==> config.mk <==
export PLATFORM = sky130hd
export DESIGN_NAME = fpla_core
export DESIGN_NICKNAME = d
export VERILOG_FILES = /design/src/rtl/fpla_pkg.sv /design/src/rtl/fpla_cfg_store.sv /design/src/rtl/fpla_and_plane.sv /design/src/rtl/fpla_or_plane.sv /design/src/rtl/fpla_core.sv
export SDC_FILE = /design/constraint.sdc
export NUM_CORES = 1
export LEC_CHECK = 0
export BUFFER_PORTS_ARGS = -buffer_cell sky130_fd_sc_hd__buf_2
export CAP_MARGIN = 20
export CORE_MARGIN = 3
export CORE_UTILIZATION = 30
export DETAILED_ROUTE_END_ITERATION = 16
export PLACE_DENSITY = 0.43
export SLEW_MARGIN = 20
export SYNTH_ARGS = -nofsm -noshare
export SYNTH_HDL_FRONTEND = slang
export SYNTH_SLANG_ARGS = --single-unit
==> constraint.sdc <==
create_clock -name clk -period 2.8 [get_ports clk]
set_clock_uncertainty 0.15 [all_clocks]
set_input_delay 0.56 -clock clk [delete_from_list [all_inputs] [get_ports clk]]
set_output_delay 0.56 -clock clk [all_outputs]
set_load 0.005 [all_outputs]
==> src/rtl/fpla_pkg.sv <==
`timescale 1ns/1ps
package fpla_pkg;
   localparam logic [1:0] LINK_NONE = 2'b00;
   localparam logic [1:0] LINK_TRUE = 2'b01;
   localparam logic [1:0] LINK_COMP = 2'b10;
   localparam logic [1:0] LINK_BOTH = 2'b11;

   // A literal pair lets a term through unless a connected literal is low.
   function automatic logic lit_pass(input logic [1:0] link, input logic t_lit, input logic c_lit);
      return !((link[0] && !t_lit) || (link[1] && !c_lit));
   endfunction
endpackage

==> src/rtl/fpla_cfg_store.sv <==
`timescale 1ns/1ps
module fpla_cfg_store #(
   parameter int N_IN   = 4,
   parameter int N_TERM = 6,
   parameter int N_OUT  = 3,
   parameter int AW     = 3
) (
   input  logic                               clk,
   input  logic                               rst_n,
   input  logic                               we,
   input  logic                               erase,
   input  logic [AW-1:0]                      addr,
   input  logic [2*N_IN-1:0]                  and_row,
   input  logic [N_OUT-1:0]                   or_row,
   input  logic [N_OUT-1:0]                   pol,
   output logic [N_TERM-1:0][2*N_IN-1:0]      and_links,
   output logic [N_TERM-1:0][N_OUT-1:0]       or_links,
   output logic [N_OUT-1:0]                   pol_q
);
   localparam logic [AW:0] ROW_LIMIT = (AW+1)'(N_TERM);

   logic addr_ok;
   assign addr_ok = {1'b0, addr} < ROW_LIMIT;

   always_ff @(posedge clk) begin
      if (!rst_n || erase) begin
         and_links <= '1;
         or_links  <= '1;
         pol_q     <= '0;
      end else if (we && addr_ok) begin
         and_links[addr] <= and_row;
         or_links[addr]  <= or_row;
         pol_q           <= pol;
      end
   end
endmodule

==> src/rtl/fpla_and_plane.sv <==
`timescale 1ns/1ps
module fpla_and_plane
   import fpla_pkg::*;
#(
   parameter int N_IN   = 4,
   parameter int N_TERM = 6
) (
   input  logic [N_IN-1:0]                    in_vec,
   input  logic [N_TERM-1:0][2*N_IN-1:0]      and_links,
   output logic [N_TERM-1:0]                  term_vec
);
   logic [N_IN-1:0] lit_t;
   logic [N_IN-1:0] lit_c;

   for (genvar i = 0; i < N_IN; i++) begin : g_buf
      assign lit_t[i] = in_vec[i];
      assign lit_c[i] = ~in_vec[i];
   end

   for (genvar t = 0; t < N_TERM; t++) begin : g_term
      always_comb begin
         logic acc;
         acc = 1'b1;
         for (int i = 0; i < N_IN; i++) begin
            acc = acc & lit_pass(and_links[t][2*i +: 2], lit_t[i], lit_c[i]);
         end
         term_vec[t] = acc;
      end
   end
endmodule

==> src/rtl/fpla_or_plane.sv <==
`timescale 1ns/1ps
module fpla_or_plane #(
   parameter int N_TERM = 6,
   parameter int N_OUT  = 3
) (
   input  logic [N_TERM-1:0]                  term_vec,
   input  logic [N_TERM-1:0][N_OUT-1:0]       or_links,
   input  logic [N_OUT-1:0]                   pol_q,
   output logic [N_OUT-1:0]                   out_vec
);
   for (genvar j = 0; j < N_OUT; j++) begin : g_out
      logic [N_TERM-1:0] column;
      logic              sum;
      for (genvar t = 0; t < N_TERM; t++) begin : g_col
         assign column[t] = or_links[t][j] & term_vec[t];
      end
      assign sum        = |column;
      assign out_vec[j] = sum ^ pol_q[j];
   end
endmodule

==> src/rtl/fpla_core.sv <==
`timescale 1ns/1ps
module fpla_core #(
   parameter int N_IN   = 4,
   parameter int N_TERM = 6,
   parameter int N_OUT  = 3,
   localparam int AW    = (N_TERM > 1) ? $clog2(N_TERM) : 1
) (
   input  logic                clk,
   input  logic                rst_n,
   input  logic                cfg_we,
   input  logic                cfg_erase,
   input  logic [AW-1:0]       cfg_addr,
   input  logic [2*N_IN-1:0]   cfg_and_row,
   input  logic [N_OUT-1:0]    cfg_or_row,
   input  logic [N_OUT-1:0]    cfg_pol,
   input  logic [N_IN-1:0]     in_vec,
   output logic [N_OUT-1:0]    out_vec
);
   if (N_IN < 1 || N_IN > 32) begin : g_bad_in
      $error("fpla_core: N_IN must be 1..32");
   end
   if (N_TERM < 1 || N_TERM > 256) begin : g_bad_term
      $error("fpla_core: N_TERM must be 1..256");
   end
   if (N_OUT < 1 || N_OUT > 64) begin : g_bad_out
      $error("fpla_core: N_OUT must be 1..64");
   end

   logic [N_TERM-1:0][2*N_IN-1:0] and_links;
   logic [N_TERM-1:0][N_OUT-1:0]  or_links;
   logic [N_OUT-1:0]              pol_q;
   logic [N_TERM-1:0]             term_vec;

   fpla_cfg_store #(.N_IN(N_IN), .N_TERM(N_TERM), .N_OUT(N_OUT), .AW(AW)) u_store (
      .clk       (clk),
      .rst_n     (rst_n),
      .we        (cfg_we),
      .erase     (cfg_erase),
      .addr      (cfg_addr),
      .and_row   (cfg_and_row),
      .or_row    (cfg_or_row),
      .pol       (cfg_pol),
      .and_links (and_links),
      .or_links  (or_links),
      .pol_q     (pol_q)
   );

   fpla_and_plane #(.N_IN(N_IN), .N_TERM(N_TERM)) u_and (
      .in_vec    (in_vec),
      .and_links (and_links),
      .term_vec  (term_vec)
   );

   fpla_or_plane #(.N_TERM(N_TERM), .N_OUT(N_OUT)) u_or (
      .term_vec  (term_vec),
      .or_links  (or_links),
      .pol_q     (pol_q),
      .out_vec   (out_vec)
   );
endmodule

==> flow_summary_export.csv <==
group,metric,value,unit
cts,path_clk_slew,0.07,ns
cts,clockRootBuffer,"clkbuf_8",
worst_setup_path,r2r_setup_slack,2.04,ns
synth,yosysTopAreaCell,"dfxtp_1",
cells_and_area,final_core_util,0.353,
floorplan,core,0.00928,mm2
pwr,leakage,1.60,nW
pwr,p_sw,0.000478,W
global_route,grt_max_degree,67,
worst_setup_path,r2r_start,"u_store.or_links[10]$_SDFFE_PP1P_",
sta,drv_slew,0,
cts,cts-hold-fix-buffers,0,
synth,synth_fp_nets,385,
sta,min_period,2.60,ns
synth,synthCells,360,
placement,gp_congestion,0.735,
worst_setup_path,cp_max_fo,6,
detailed_routing,drtIter0Drc,144,
synth,ys_async_sr_fraction,0,
sta,hold_viol,0,
pwr,pwr-share-comb,0.075,
detailed_routing,wirelength,8.15,mm
detailed_routing,avgRoutedWirePerCell,15.9,um
cells_and_area,diodes,0,
floorplan,num_io_pins,28,
detailed_routing,drt_first_pass_iters,4,
cts,cts.sinks,69,
status,status,"finished clean",
global_route,grt_pass1_wl,13.1,mm
cts,clockBufferDepth,2,
sta,tightest_slew,0.610,ns
cells_and_area,nets,403,
detailed_routing,post-route-drc-count,0,
pwr,swShare,0.253,
worst_setup_path,reg2reg_to,"u_store.or_links[10]$_SDFFE_PP1P_",
synth,yosys_register_bits,69,
cells_and_area,drive_gt1_frac,0.123,
sta,fin_setup_tns,0,ns
pwr,p_per_area,577,mW/mm2
synth,yosysUniqueCellTypes,18,
global_route,overflow,0,
floorplan,die-area,0.0108,mm2
worst_setup_path,cp-end-kind,"output port",
sta,fmax,385,MHz
sta,setup-violations-final,0,
cts,cts.htree.levels,3,
cts,insertion_delay,0.34,ns
cts,cts_resized,0,
global_route,antenna_found_initial,0,
synth,seq_area_frac_synth,0.478,
placement,numPortBuffers,27,
sta,fin_crit_sh,0.928,
worst_setup_path,critPathCapture,"out_vec[2]",
detailed_routing,vias_per_cell,4.80,
synth,yosys.area.top_type_share,0.478,
worst_setup_path,worstPathRequired,2.09,ns
floorplan,die_height,104,um
worst_setup_path,critPathLaunchType,"input pin",
global_route,grt_usage,0.155,
cells_and_area,area_growth,13.2,%
synth,synth-edff-count,0,
cells_and_area,fillCellCount,1041,
pwr,clkPwrFrac,0.394,
synth,ys.flop_type,"dfxtp_1",
worst_setup_path,reg2reg_depth,2,
pwr,pwr-share-seq,0.531,
sta,relSlewSlack,0.590,
run,cap_violations,0,
floorplan,start_util,0.311,
worst_setup_path,path_class,"in2out",
synth,synth_area_leaders,"dfxtp_1 (48%), nand2_1 (18%), nand3_1 (12%)",
floorplan,num_rows,35,
cts,postCtsSetupBuffers,0,
pwr,intPower,0.00141,W
cts,numCtsBuffers,9,
detailed_routing,drtAntennaViolNets,0,
detailed_routing,vias,2460,
worst_setup_path,arrival,1.89,ns
synth,synth_area,0.00289,mm2
min_path,worstHoldPathType,"in2reg",
worst_setup_path,crit_start,"in_vec[1]",
synth,synth.avg_cell_area,8.03,um2
placement,dpl.hpwl,5.62,mm
floorplan,die_w,104,um
global_route,grt_pass1_vias,2388,
synth,yosys_warnings,0,
sta,rsz0062_at_grt,"false",
synth,synth_top_cells_by_count,"nand2_1 (135), nand3_1 (72), dfxtp_1 (69)",
pwr,ir_drop,0.000189,V
synth,synth_most_common_cell,"nand2_1",
cts,cts_tree,"yes",
## power by group through the flow
| stage | logic, W | clock network (W) | registers, W |
|---|---|---|---|
| floorplan | 0.0000861 | 0 | 0.00102 |
| global placement | 0.000142 | 0 | 0.00103 |
| detailed placement | 0.000143 | 0 | 0.00103 |
| CTS | 0.000144 | 0.000768 | 0.00100 |
| global route | 0.000158 | 0.000815 | 0.00101 |
| finish | 0.000141 | 0.000744 | 0.00100 |
## final cells by class
| type | instances | area, um2 | share of cell area |
|---|---|---|---|
| clock inverters | 4 | 22.5 | 0.00688 |
| well taps | 129 | 161 | 0.0493 |
| multi-input cells | 268 | 1380 | 0.422 |
| clock buffers | 12 | 155 | 0.0474 |
| repair buffers | 30 | 170 | 0.0520 |
| flip-flops and latches | 69 | 1380 | 0.422 |
## worst max-delay path, stage by stage
cell     delay [ns]
buf_2          0.23
mux2i_1        0.32
and4_1         0.29
a22oi_1        0.09
nand3_1        0.11
xor2_1         0.15
buf_2          0.13
## per-stage QoR
step | area [um2] | total power [W] | cells | setup slack [ns] | hold slack (ns)
2_1_floorplan | 2890 | 0.00111 | 360 | 0.666 | 0.287
3_3_place_gp | 3100 | 0.00117 | 496 | 0.161 | 0.301
3_5_place_dp | 3100 | 0.00117 | 496 | 0.155 | 0.306
4_1_cts | 3270 | 0.00192 | 512 | 0.156 | 0.287
5_1_grt | 3270 | 0.00198 | 512 | 0.0869 | 0.299
6_report | 3270 | 0.00189 | 512 | 0.200 | 0.303
## flip-flops by register name, summed over array words and instances, names as in the netlist
signal,flops
u_store.or_links,18
u_store.pol_q,3
u_store.and_links,48
## routing by layer
metal | global-route usage | vias up | share of wire
li1 | - | 1239 | -
met1 | 0.222 | 1168 | 0.51
met2 | 0.234 | 45 | 0.45
met3 | 0.0286 | 8 | 0.030
met4 | 0.0541 | 0 | 0.014
met5 | 0 | - | 0
## worst min-delay path by stage
stage	startpoint	depth (start not counted)	slack, ns	to
finish	cfg_pol[2]	3	0.30	u_store.pol_q[2]$_SDFFE_PP0P_
CTS	cfg_pol[2]	3	0.29	u_store.pol_q[2]$_SDFFE_PP0P_
detailed placement	u_store.and_links[46]$_SDFFE_PP1P_	2	0.31	u_store.and_links[46]$_SDFFE_PP1P_
global route	cfg_pol[0]	3	0.30	u_store.pol_q[0]$_SDFFE_PP0P_
global placement	u_store.and_links[1]$_SDFFE_PP1P_	2	0.30	u_store.and_links[1]$_SDFFE_PP1P_
floorplan	u_store.and_links[0]$_SDFFE_PP1P_	2	0.29	u_store.and_links[0]$_SDFFE_PP1P_
## placed cells by master (no fill, tap or decap), types with 2 or more instances in the layout
| cell type | synthesis | routed |
|---|---|---|
| nand2_1 | 135 | 135 |
| nand3_1 | 72 | 72 |
| dfxtp_1 | 69 | 69 |
| mux2i_1 | 27 | 27 |
| buf_2 | 14 | 27 |
| clkbuf_8 | 0 | 11 |
| a22oi_1 | 9 | 9 |
| and4_1 | 6 | 6 |
| nor2_1 | 5 | 5 |
| xor2_1 | 3 | 3 |
| and3_1 | 3 | 3 |
| clkinv_2 | 0 | 3 |
| and2_1 | 2 | 2 |
| buf_4 | 0 | 2 |
## cells by family (layout without fill, tap and decap cells)
family | count (synthesis) | in the layout | synth area share
xor+xnor | 3 | 3 | 0.00909
mux | 27 | 27 | 0.0935
flops | 69 | 69 | 0.478
simple gates | 228 | 228 | 0.347
buf+inv | 23 | 46 | 0.0463
compound gates | 10 | 10 | 0.0260
Note: power is estimated with default switching activity, not from simulation.
